--- config.mk ---
export PLATFORM = sky130hd
export DESIGN_NAME = irq_ctrl8
export DESIGN_NICKNAME = d
export VERILOG_FILES = /design/src/rtl/irq_ctrl8_pkg.sv /design/src/rtl/irq_req_latch.sv /design/src/rtl/irq_prio_pick.sv /design/src/rtl/irq_cfg_regs.sv /design/src/rtl/irq_ctrl8.sv
export SDC_FILE = /design/constraint.sdc
export NUM_CORES = 1
export LEC_CHECK = 0
export BUFFER_PORTS_ARGS = -buffer_cell sky130_fd_sc_hd__buf_2
export CAP_MARGIN = 20
export CORE_MARGIN = 5
export CORE_UTILIZATION = 60
export DETAILED_ROUTE_END_ITERATION = 8
export GPL_TIMING_DRIVEN = 0
export PLACE_DENSITY_LB_ADDON = 0.2
export SYNTH_ARGS = -nofsm -noshare
export SYNTH_HDL_FRONTEND = slang
export SYNTH_SLANG_ARGS = --single-unit
--- constraint.sdc ---
create_clock -name clk -period 5.85 [get_ports clk]
set_input_delay 0.585 -clock clk [delete_from_list [all_inputs] [get_ports clk]]
set_output_delay 0.585 -clock clk [all_outputs]
set_load 0.02 [all_outputs]
--- src/rtl/irq_ctrl8_pkg.sv ---
// Shared types and command encodings for the eight-line interrupt controller.
package irq_ctrl8_pkg;
    // Initialization sequencer position
    typedef enum logic [1:0] {
        ST_RUN   = 2'd0,
        ST_BASE  = 2'd1,
        ST_CASC  = 2'd2,
        ST_MODE  = 2'd3
    } init_st_t;

    localparam logic [4:0] CMD_SEOI_TOP  = 5'b01100; // 0x60..0x67
    localparam logic [2:0] CMD_NSEOI_TOP = 3'b001;   // 0x20..0x3F with bits 4:3 = 0
    localparam int         START_BIT     = 4;
    localparam int         SKIP_CASC_BIT = 1;
    localparam int         NEED_MODE_BIT = 0;
    localparam int         AEOI_BIT      = 1;
endpackage

--- src/rtl/irq_req_latch.sv ---
// Request register: captures rising edges of the request lines and holds each
// bit only while its line stays high; an acknowledge clears the granted bit.
// Assumes lines are synchronous to clk.
module irq_req_latch #(
    parameter int LINES = 8
) (
    input  logic             clk,
    input  logic             rst_n,
    input  logic [LINES-1:0] lines,
    input  logic [LINES-1:0] clr,
    output logic [LINES-1:0] irr
);
    logic [LINES-1:0] prev_q;
    logic [LINES-1:0] rise;

    // Edge detect against last cycle's line levels
    assign rise = lines & ~prev_q;

    // Latch edges, drop bits whose line fell or that were acknowledged
    always_ff @(posedge clk) begin
        if (!rst_n) begin
            prev_q <= '1;
            irr    <= '0;
        end else begin
            prev_q <= lines;
            irr    <= ((irr & ~clr) | rise) & lines;
        end
    end

    AST_IRR_FOLLOWS_LINE: assert property (@(posedge clk) disable iff (!rst_n)
        (irr & ~$past(lines)) == '0);
endmodule

--- src/rtl/irq_prio_pick.sv ---
// Fixed-priority finder: reports whether any bit is set and the lowest set index.
// Purely combinational.
module irq_prio_pick #(
    parameter int LINES = 8,
    localparam int LVL_W = $clog2(LINES)
) (
    input  logic [LINES-1:0] vec,
    output logic             any,
    output logic [LVL_W-1:0] lvl
);
    // Scan from the top down so the lowest set index is kept last
    always_comb begin
        any = 1'b0;
        lvl = '0;
        for (int i = LINES - 1; i >= 0; i--) begin
            if (vec[i]) begin
                any = 1'b1;
                lvl = LVL_W'(i);
            end
        end
    end
endmodule

--- src/rtl/irq_cfg_regs.sv ---
// Register port decoder: runs the initialization word sequence, holds mask,
// vector base, cascade word, auto-EOI mode and status select, and turns
// command writes into EOI pulses. Assumes one-cycle write strobes.
module irq_cfg_regs
    import irq_ctrl8_pkg::*;
#(
    parameter int DATA_W = 8,
    parameter int LINES  = 8,
    localparam int LVL_W = $clog2(LINES),
    localparam int VB_W  = DATA_W - LVL_W
) (
    input  logic              clk,
    input  logic              rst_n,
    input  logic              is_master,
    input  logic              wr_en,
    input  logic              port_sel,
    input  logic [DATA_W-1:0] wr_data,
    output logic [LINES-1:0]  mask_q,
    output logic [VB_W-1:0]   vbase_q,
    output logic [DATA_W-1:0] casc_q,
    output logic              aeoi_q,
    output logic              sel_isr_q,
    output logic              init_start,
    output logic              eoi_spec,
    output logic              eoi_any,
    output logic [LVL_W-1:0]  eoi_lvl
);
    init_st_t st_q;
    logic     need_casc_q, need_mode_q;
    logic     cmd_wr, dat_wr;

    // Address decode
    assign cmd_wr     = wr_en && !port_sel;
    assign dat_wr     = wr_en &&  port_sel;
    assign init_start = cmd_wr && wr_data[START_BIT];
    assign eoi_spec   = cmd_wr && wr_data[DATA_W-1:LVL_W] == CMD_SEOI_TOP;
    assign eoi_any    = cmd_wr && wr_data[7:5] == CMD_NSEOI_TOP && wr_data[4:3] == 2'b00;
    assign eoi_lvl    = wr_data[LVL_W-1:0];

    // Sequencer and configuration registers
    always_ff @(posedge clk) begin
        if (!rst_n) begin
            st_q        <= ST_RUN;
            need_casc_q <= 1'b0;
            need_mode_q <= 1'b0;
            mask_q      <= '1;
            vbase_q     <= '0;
            casc_q      <= '0;
            aeoi_q      <= 1'b0;
            sel_isr_q   <= 1'b0;
        end else if (init_start) begin
            st_q        <= ST_BASE;
            need_casc_q <= !wr_data[SKIP_CASC_BIT];
            need_mode_q <= wr_data[NEED_MODE_BIT];
            aeoi_q      <= 1'b0;
            sel_isr_q   <= 1'b0;
        end else if (cmd_wr) begin
            if (wr_data[4:3] == 2'b01 && wr_data[1])
                sel_isr_q <= wr_data[0];
        end else if (dat_wr) begin
            case (st_q)
                ST_RUN: mask_q <= wr_data[LINES-1:0];
                ST_BASE: begin
                    vbase_q <= wr_data[DATA_W-1:LVL_W];
                    st_q    <= need_casc_q ? ST_CASC : (need_mode_q ? ST_MODE : ST_RUN);
                end
                ST_CASC: begin
                    casc_q <= is_master ? wr_data : {{(DATA_W-3){1'b0}}, wr_data[2:0]};
                    st_q   <= need_mode_q ? ST_MODE : ST_RUN;
                end
                default: begin
                    aeoi_q <= wr_data[AEOI_BIT];
                    st_q   <= ST_RUN;
                end
            endcase
        end
    end

    AST_RESET_MASK: assert property (@(posedge clk)
        !rst_n |=> (mask_q == '1 && !sel_isr_q && !aeoi_q));
    AST_INIT_KEEPS_MASK: assert property (@(posedge clk) disable iff (!rst_n)
        (st_q != ST_RUN) |=> $stable(mask_q));
endmodule

--- src/rtl/irq_ctrl8.sv ---
// Eight-line interrupt controller top: fixed priority (line 0 highest),
// in-service tracking with specific, non-specific and automatic EOI, vector
// issue on acknowledge and line-7 spurious answer. Assumes ack_in is a
// one-cycle strobe synchronous to clk.
module irq_ctrl8
    import irq_ctrl8_pkg::*;
#(
    parameter int DATA_W = 8,
    parameter int LINES  = 8,
    localparam int LVL_W = $clog2(LINES),
    localparam int VB_W  = DATA_W - LVL_W
) (
    input  logic              clk,
    input  logic              rst_n,
    input  logic [LINES-1:0]  irq_in,
    input  logic              is_master,
    input  logic              wr_en,
    input  logic              port_sel,
    input  logic [DATA_W-1:0] wr_data,
    output logic [DATA_W-1:0] rd_data,
    input  logic              ack_in,
    output logic              int_out,
    output logic [DATA_W-1:0] vec_out,
    output logic              vec_valid,
    output logic [DATA_W-1:0] cascade_cfg
);
    logic [LINES-1:0] irr_q, isr_q, isr_nx, mask_q, ack_clr;
    logic [VB_W-1:0]  vbase_q;
    logic             aeoi_q, sel_isr_q, init_start, eoi_spec, eoi_any;
    logic [LVL_W-1:0] eoi_lvl, req_lvl, isr_lvl;
    logic             req_any, isr_any, grant;

    irq_cfg_regs #(.DATA_W(DATA_W), .LINES(LINES)) u_cfg (
        .clk(clk), .rst_n(rst_n), .is_master(is_master), .wr_en(wr_en),
        .port_sel(port_sel), .wr_data(wr_data), .mask_q(mask_q),
        .vbase_q(vbase_q), .casc_q(cascade_cfg), .aeoi_q(aeoi_q),
        .sel_isr_q(sel_isr_q), .init_start(init_start), .eoi_spec(eoi_spec),
        .eoi_any(eoi_any), .eoi_lvl(eoi_lvl)
    );

    irq_req_latch #(.LINES(LINES)) u_req (
        .clk(clk), .rst_n(rst_n), .lines(irq_in), .clr(ack_clr), .irr(irr_q)
    );

    irq_prio_pick #(.LINES(LINES)) u_pick_req (
        .vec(irr_q & ~mask_q), .any(req_any), .lvl(req_lvl)
    );

    irq_prio_pick #(.LINES(LINES)) u_pick_isr (
        .vec(isr_q), .any(isr_any), .lvl(isr_lvl)
    );

    // A pending line wins only if it outranks everything in service
    assign grant   = req_any && (!isr_any || req_lvl < isr_lvl);
    assign int_out = grant;
    assign ack_clr = (ack_in && grant) ? (LINES'(1) << req_lvl) : '0;

    // Status read mux
    assign rd_data = port_sel ? DATA_W'(mask_q) : DATA_W'(sel_isr_q ? isr_q : irr_q);

    // Next in-service set: EOIs clear, a normal-mode acknowledge sets
    always_comb begin
        isr_nx = isr_q;
        if (eoi_spec)
            isr_nx[eoi_lvl] = 1'b0;
        if (eoi_any && isr_any)
            isr_nx[isr_lvl] = 1'b0;
        if (ack_in && grant && !aeoi_q)
            isr_nx[req_lvl] = 1'b1;
        if (init_start)
            isr_nx = '0;
    end

    // In-service register and vector capture
    always_ff @(posedge clk) begin
        if (!rst_n) begin
            isr_q     <= '0;
            vec_out   <= '0;
            vec_valid <= 1'b0;
        end else begin
            isr_q     <= isr_nx;
            vec_valid <= ack_in;
            if (ack_in)
                vec_out <= {vbase_q, grant ? req_lvl : LVL_W'(LINES - 1)};
        end
    end

    AST_VEC_AFTER_ACK: assert property (@(posedge clk) disable iff (!rst_n)
        vec_valid |-> $past(ack_in));
    AST_MASKED_QUIET: assert property (@(posedge clk) disable iff (!rst_n)
        int_out |-> ((irr_q & ~mask_q) != '0));
    AST_SPURIOUS_NO_ISR: assert property (@(posedge clk) disable iff (!rst_n)
        (ack_in && !int_out && !wr_en) |=> (isr_q == $past(isr_q)));
    AST_AEOI_NO_ISR: assert property (@(posedge clk) disable iff (!rst_n)
        (ack_in && aeoi_q && !wr_en) |=> $stable(isr_q));
    AST_SEOI_CLEARS: assert property (@(posedge clk) disable iff (!rst_n)
        (wr_en && !port_sel && wr_data[7:3] == 5'b01100 && !ack_in)
        |=> !isr_q[$past(wr_data[2:0])]);
endmodule

Word level (Yosys, flattened, before mapping):

Index checks and enable logic that the tools add are counted.
W data, S select, Z words.

* order comparisons: 7
* equal/unequal tests: 7
* shift operators: 1
* multiplexer cells: 52
* bitwise gates (word level): 18
* reduce and logical (&&, ||, !) cells: 31

Operators by type and width (number)
* $mux W8: 7
* $mux W3: 17
* $and A8 B8 Y8: 6
* $not A8 Y8: 5
* $mux W1: 22
* $or A8 B8 Y8: 2
* $logic_and A1 B1 Y1: 14
* $lt A3 B4 Y1 const B: 3
* $reduce_and A4 Y1: 3
* $demux W1 S3: 3
* $ge A3 B1 Y1 const B: 3
* $reduce_and A3 Y1: 3
* $shl A1 B3 Y8 const A: 1
* $pmux W2 S3: 1
* $eq A5 B4 Y1 const B: 1
* $not A1 Y1: 5
* $eq A2 B1 Y1 const B: 2
* $logic_not A1 Y1: 4
* $logic_not A2 Y1: 2
* $mux W2: 2
* $ne A2 B2 Y1 const B: 2
* $eq A3 B1 Y1 const B: 1
* $lt A3 B3 Y1: 1
* $reduce_or A3 Y1: 1
* other kinds (5): 5

* bits in registers: 60
* input bits: 22

Longest topological paths before layout:

Gate-level depths: netlist of the first run.

* word-level depth: 19
* depth in mapped cells: 9
* depth with buffers taken out: 9

Hierarchy:

From an unflattened synthesis of the first run, not the netlist that was laid out.

* cell total of the unflattened synthesis: 352
* area, all modules: 3050.4 um2

Modules (own cells, without submodules)
* irq_cfg_regs: instances 1, cells each 137, area each 1224.9 um2
* irq_ctrl8: instances 1, cells each 140, area each 1127.3 um2
* irq_req_latch: instances 1, cells each 49, area each 538.0 um2
* irq_prio_pick: instances 2, cells each 13, area each 80.1 um2

Worst setup path before layout of the first run:

OpenSTA, ideal clock, no wires.

* kind: register to output
* start point: register u_req.irr[4]
* end point: output port int_out
* arrival: 2091 ps
* data required time: 5265 ps
* setup slack: 3174 ps
* stages on the path, launching flop included: 10
* buffers on the path: 0
* cell sequence: dfxtp_1 > nor2b_1 > nor4b_2 > nor2_1 > ha_1 > a21o_1 > o21ai_1 > o21ai_0 > nand3_1 > and2_1

* longest elaborated chain between the ends: 9
* elaborated cells between the ends (all ways): 14

RTL lines
* start: declaration: line irq_req_latch.sv:11 `output logic [LINES-1:0] irr`
* start signal: assignment: line irq_req_latch.sv:26 `irr <= ((irr & ~clr) | rise) & lines;`
* $and A8 B8 Y8 (*): line irq_ctrl8.sv:46 `.vec(irr_q & ~mask_q), .any(req_any), .lvl(req_lvl)`
* $mux W3 (5 in series): line irq_prio_pick.sv:16 `if (vec[i]) begin`
* $lt A3 B3 Y1: line irq_ctrl8.sv:54 `assign grant = req_any && (!isr_any || req_lvl < isr_lvl);`
* $logic_or A1 B1 Y1: line irq_ctrl8.sv:54
* $logic_and A1 B1 Y1 (*): line irq_ctrl8.sv:54
* end: declaration: line irq_ctrl8.sv:22 `output logic int_out,`

Mark *: on every way between the ends. The rest lies on a longest branch, timed or not.

Worst setup path after layout of the first run:

* start point: register u_cfg.mask_q[5]
* end point: output port int_out

* longest elaborated chain between the ends: 11
* elaborated cells between the ends (all ways): 17

RTL lines
* start: declaration: line irq_cfg_regs.sv:18 `output logic [LINES-1:0] mask_q,`
* start signal: assignment: line irq_cfg_regs.sv:62 `ST_RUN: mask_q <= wr_data[LINES-1:0];`
* $not A8 Y8 (*): line irq_ctrl8.sv:46
* $and A8 B8 Y8 (*): line irq_ctrl8.sv:46
* $mux W3 (6 in series): line irq_prio_pick.sv:16
* $lt A3 B3 Y1: line irq_ctrl8.sv:54
* $logic_or A1 B1 Y1: line irq_ctrl8.sv:54
* $logic_and A1 B1 Y1 (*): line irq_ctrl8.sv:54

Marked as above.

==> impl_metrics.json, run 1 <==
{
  "worstSkewPairLatency_ns": 0.34,
  "whs_ns": 0.392,
  "drtIter0Drc": 315,
  "grt_antenna_before_repair": 0,
  "worst_path_max_delay_cell": "nor4b_2",
  "maxSlewHeadroom_pct": 56.4,
  "crit_buf_inv": 1,
  "die_x_um": 79.7,
  "drv_slew": 0,
  "setup_viol": 0,
  "numCtsBuffers": 9,
  "htree_levels": 3,
  "mostFrequentLayoutCell": "dfxtp_1",
  "synth_flop_cell": "dfxtp_1",
  "ys_ff_latch": 60,
  "synth_area_leaders": "dfxtp_1, mux2i_1, nand2_1",
  "worst_ir_drop_vdd_mv": 0.287,
  "power.density_mw_per_mm2": 279,
  "leakagePower_nw": 1.43,
  "io_buffer_count": 44,
  "post-synth-top-area-fraction_pct": 41.2,
  "fin_crit_sh_pct": 60.6,
  "viasPerCell": 5.99,
  "grt_pass1_wl_um": 12900,
  "antenna_left": 0,
  "drc": 0,
  "critical_path_required_ns": 5.27,
  "drt-wirelength-per-cell_um": 16.6,
  "fin_ws_ns": 2.30,
  "grt_usage_pct": 26.4,
  "yosysWarnings": 0,
  "post-place-ws_ns": 2.71,
  "clkSinkCount": 60,
  "routabilityCongestion": 0.949,
  "holdPathStages": 1,
  "overflow": 0,
  "stdcell_area_sq_mm": 0.00345,
  "outcome": "finished clean",
  "crit_family": "simple AND/OR/NAND/NOR gates",
  "layout.cells.non_filler": 473,
  "cp_max_fo": 4,
  "power_mw": 0.963,
  "yosys.area.top_type": "dfxtp_1",
  "rsz0062_at_grt": "no",
  "dp_cells": 457,
  "totalNegativeSetupSlack_ns": 0,
  "final_nets": 428,
  "cpPeakStageDelay_ns": 0.52,
  "finClkSkew_ns": 0.00563,
  "clkTransAtPathRegs_ns": 0.07,
  "ctsResizeCount": 0,
  "worstReg2RegEnd": "u_req.irr[1]",
  "syn-instance-count": 346,
  "tightest_slew_ns": 0.654,
  "vias": 2833,
  "seq_area_sq_mm": 0.00120,
  "grt_max_degree": 12,
  "area_delta_synth_final_pct": 18.5,
  "setup.worst_path.class": "flop to output port",
  "start_util_pct": 61.7,
  "die-area_sq_mm": 0.00635,
  "ys_types": 48,
  "yosysSeqAreaShare_pct": 41.2,
  "layout_common_cells": "dfxtp_1, nand2_1, buf_2",
  "crit_arrival_ns": 2.96,
  "num_io_pins": 48,
  "r2r_cells": 9,
  "first_pass_iters": 5,
  "syn-num-nets": 373,
  "diodes": 0,
  "cts_root_buf": "clkbuf_8",
  "rows": 25,
  "period_needed_ns": 3.55,
  "rrSetupSlack_ns": 2.89,
  "syn_area_sq_mm": 0.00291,
  "hp-class": "flop to flop",
  "hold_buffers": 0,
  "place_hpwl_um": 5580,
  "wl_um": 7870,
  "worstPathCellList": "nor2b_1 > nor4b_2 > nor2_1 > ha_1 > a21o_1 > o21ai_1 > o21ai_0 > nand3_1 > and2_1 > buf_2",
  "start_kind": "flop",
  "reg2reg_from": "u_cfg.mask_q[5]",
  "die_h_um": 79.7,
  "synth-async-reset-ratio_pct": 0,
  "multi_input_area_sq_mm": 0.00161,
  "placedInstanceArea_sq_mm": 0.00322,
  "hold_violations": 0,
  "drv_cap": 0,
  "avgSynthCellArea_sq_um": 8.42,
  "hold_start": "u_req.prev_q[0]",
  "endpoint_kind": "output port",
  "core_sq_mm": 0.00472,
  "fmaxAchievable_mhz": 282,
  "post_cts_buffers": 0,
  "drive_above_1_share_pct": 17.5,
  "fillCellCount": 359,
  "clk_path_buf_depth": 2,
  "grt_pass1_vias": 2603,
  "utilization_pct": 73.1,
  "cts_tree": "yes",
  "synth-edff-count": 0,
  "min_to": "u_req.irr[0]"
}
-- state kept, by name, summed over array words and instances (netlist names) --
name and cells:
isr_q 8, u_cfg.need_mode_q 1, u_cfg.aeoi_q 1, u_cfg.vbase_q 5
u_cfg.sel_isr_q 1, u_cfg.casc_q 8, u_req.irr 8, vec_out 8
u_cfg.mask_q 8, vec_valid 1, u_cfg.st_q 2, u_req.prev_q 8
u_cfg.need_casc_q 1
-- routing by layer --
metal / part of all wire (%) / global-route usage (%) / wire length, um / vias to the layer above
met5: 0 / 0 / 0 / -
met4: 3.0 / 14.4 / 234 / 0
met3: 8.8 / 3.95 / 690 / 22
met2: 46 / 41.5 / 3610 / 153
met1: 42 / 34.6 / 3330 / 1316
li1: - / - / - / 1342
-- Yosys cell counts (all sizes together) (6+ instances only) --
cell type,instances
dfxtp,60
nand2,54
o21ai,29
nand3,23
mux2i,21
nor2b,18
a21oi,17
clkbuf,15
nand2b,15
a21boi,10
inv,10
nor2,9
and2,6
o22ai,6
-- area by class of cell --
cell class / count / area share, %
multi-input cells: 260 / 46.7
repair buffers: 44 / 6.38
flip-flops and latches: 60 / 34.8
clock inverters: 5 / 2.43
plain buffers: 16 / 1.85
clock buffers: 11 / 4.38
well taps: 67 / 2.43
inverters: 10 / 1.09
-- worst reg2reg max path: stages (launching register included) --
cell	delay, ns
dfxtp_1	0.41
nor2b_1	0.11
nor4b_2	0.52
nor2_1	0.20
ha_1	0.36
a21o_1	0.16
o21ai_1	0.27
o2111ai_1	0.39
o21ai_0	0.32
a21oi_1	0.10
-- power breakdown --
group          internal [mW]  switching (mW)  total [mW]
sequential             0.421         0.00926       0.431
combinational         0.0348          0.0610      0.0958
clock                  0.264           0.173       0.437
total                  0.720           0.243       0.963
-- worst max-delay path by stage --
| stage | cells past startpoint | start | endpoint | slack [ns] |
|---|---|---|---|---|
| after detailed placement | 10 | u_req.irr[4] | int_out | 2.71 |
| final | 10 | u_cfg.mask_q[5] | int_out | 2.30 |
| after global routing | 10 | u_req.irr[4] | int_out | 2.02 |
| after global placement | 10 | u_req.irr[4] | int_out | 2.76 |
| after CTS | 10 | u_req.irr[4] | int_out | 2.32 |
| after floorplan | 9 | u_req.irr[4] | int_out | 3.17 |
-- cell families after synthesis --
kind of cell,after synthesis,synth area share [%]
compound gates,86,18.8
fa+ha+maj,5,2.15
buf+inv,26,3.48
flops,60,41.2
mux,21,7.21
simple gates,148,27.2
No activity file was read; power rests on OpenSTA's default activity.
==> run 2: changes to the inputs <==
Settings changed: CORE_UTILIZATION 60 to 50.
Clock period 5.85 ns to 3 ns, I/O delays scaled along.
==> run 2 against run 1 <==
First-iteration DRC count is 42% lower. Combinational power is 100% higher. Cell area is 1.1% higher. Clock skew is 0.0038 ns higher. Hold slack worse by 0.24 ns. Count of clock-buffer cells in the layout is 1 lower. Worst setup slack worse by 2.2 ns. Sequential cell count stayed put.
==> impl_metrics.json, run 2 (synthesized netlist as in run 1, its figures left out) <==
{
  "setup.worst_path.class": "flop to output port",
  "drive_above_1_share_pct": 19.4,
  "routabilityCongestion": 0.931,
  "drt-wirelength-per-cell_um": 16.7,
  "worstSkewPairLatency_ns": 0.34,
  "die_x_um": 86.3,
  "fmaxAchievable_mhz": 349,
  "crit_arrival_ns": 2.57,
  "maxSlewHeadroom_pct": 56.5,
  "die_h_um": 86.3,
  "final_nets": 431,
  "start_kind": "flop",
  "numCtsBuffers": 9,
  "worst_path_max_delay_cell": "nor4b_4",
  "setup_viol": 0,
  "clk_path_buf_depth": 2,
  "vias": 2795,
  "seq_area_sq_mm": 0.00120,
  "endpoint_kind": "output port",
  "clkSinkCount": 60,
  "grt_usage_pct": 22.1,
  "core_sq_mm": 0.00557,
  "grt_max_degree": 11,
  "cpPeakStageDelay_ns": 0.36,
  "hold_violations": 0,
  "cts_root_buf": "clkbuf_8",
  "die-area_sq_mm": 0.00745,
  "leakagePower_nw": 1.45,
  "place_hpwl_um": 5840,
  "grt_pass1_vias": 2673,
  "utilization_pct": 62.6,
  "fin_crit_sh_pct": 95.6,
  "clkTransAtPathRegs_ns": 0.07,
  "tightest_slew_ns": 0.653,
  "htree_levels": 3,
  "wl_met3_um": 536,
  "rows": 27,
  "power.density_mw_per_mm2": 519,
  "start_util_pct": 52.3,
  "drv_slew": 0,
  "cts_tree": "yes",
  "grt_pass1_wl_um": 12900,
  "drc": 0,
  "antenna_left": 0,
  "area_delta_synth_final_pct": 19.8,
  "wl_um": 8020,
  "period_needed_ns": 2.87,
  "worstPathCellList": "nor2b_1 > nor4b_4 > nor2_2 > ha_1 > a21o_1 > o21ai_2 > o21ai_0 > nand3_1 > and2_1 > buf_2",
  "grt_antenna_before_repair": 0,
  "overflow": 0,
  "top_layer_used": "met4",
  "viasPerCell": 5.82,
  "wl_met2_um": 3770,
  "layout_common_cells": "dfxtp_1, nand2_1, buf_2",
  "crit_family": "simple AND/OR/NAND/NOR gates",
  "fillCellCount": 515,
  "whs_ns": 0.156,
  "fin_ws_ns": 0.131,
  "power_mw": 1.81,
  "crit_buf_inv": 1,
  "wl_met1_um": 3600,
  "post-place-ws_ns": 0.188,
  "finClkSkew_ns": 0.00941,
  "mostFrequentLayoutCell": "dfxtp_1",
  "worst_ir_drop_vdd_mv": 0.305,
  "first_pass_iters": 4,
  "hp-class": "input port to flop",
  "multi_input_area_sq_mm": 0.00165,
  "io_buffer_count": 44,
  "num_io_pins": 48,
  "outcome": "finished clean",
  "drv_cap": 0,
  "diodes": 0,
  "cp_max_fo": 4,
  "critical_path_required_ns": 2.70,
  "drtIter0Drc": 184
}
## run 2: cell count changes in the layout (fill, tap and decap cells not counted), sizes merged
cell      before  now
clkinvlp       2    1
clkbuf        26   25
clkinv         1    2
buf           45   48
## run 2: path summary, 6_finish.rpt
| check | from | endpoint | slack, ns | cells after the start |
|---|---|---|---|---|
| setup / recovery | u_req.irr[5] | int_out | 0.13 | 10 |
| hold / removal | irq_in[4] | u_req.prev_q[4] | 0.16 | 2 |
| setup reg to reg | u_req.irr[5] | u_req.irr[1] | 0.49 | 9 |
| hold reg to reg | u_req.prev_q[3] | u_req.irr[3] | 0.40 | 1 |
## run 2: final cells by class
type	count	share of cell area (%)
clock buffers	10	3.65
clock inverters	5	2.22
multi-input cells	260	47.2
plain buffers	16	1.83
repair buffers	47	6.95
well taps	72	2.58
flip-flops and latches	60	34.5
inverters	10	1.07
## run 2: timing repair
item | 4_1_cts | 5_1_grt
hold buffers | 0 | 0
setup endpoints to repair | 1 | 1
buffers inserted | 1 | 2
gates resized for setup | 4 | 5
pin swaps | 1 | 2
## run 2: metal layers
metal	up-vias	GRT usage, %
met1	1327	28.9
met5	-	0
li1	1348	-
met2	109	36.2
met4	0	8.22
met3	11	4.09
## run 2: power by group
group          total [mW]  switching [mW]  internal [mW]
registers           0.841          0.0188          0.823
clock network       0.778           0.318          0.460
logic               0.194           0.122         0.0716
## run 2: stage by stage
| step | setup TNS [ns] | cell area (sq um) | cells |
|---|---|---|---|
| floorplan | 0 | 2910 | 346 |
| global placement | 0 | 3220 | 462 |
| detailed placement | 0 | 3220 | 462 |
| CTS | 0 | 3470 | 478 |
| global route | -0.0172 | 3490 | 480 |
| finish | 0 | 3490 | 480 |
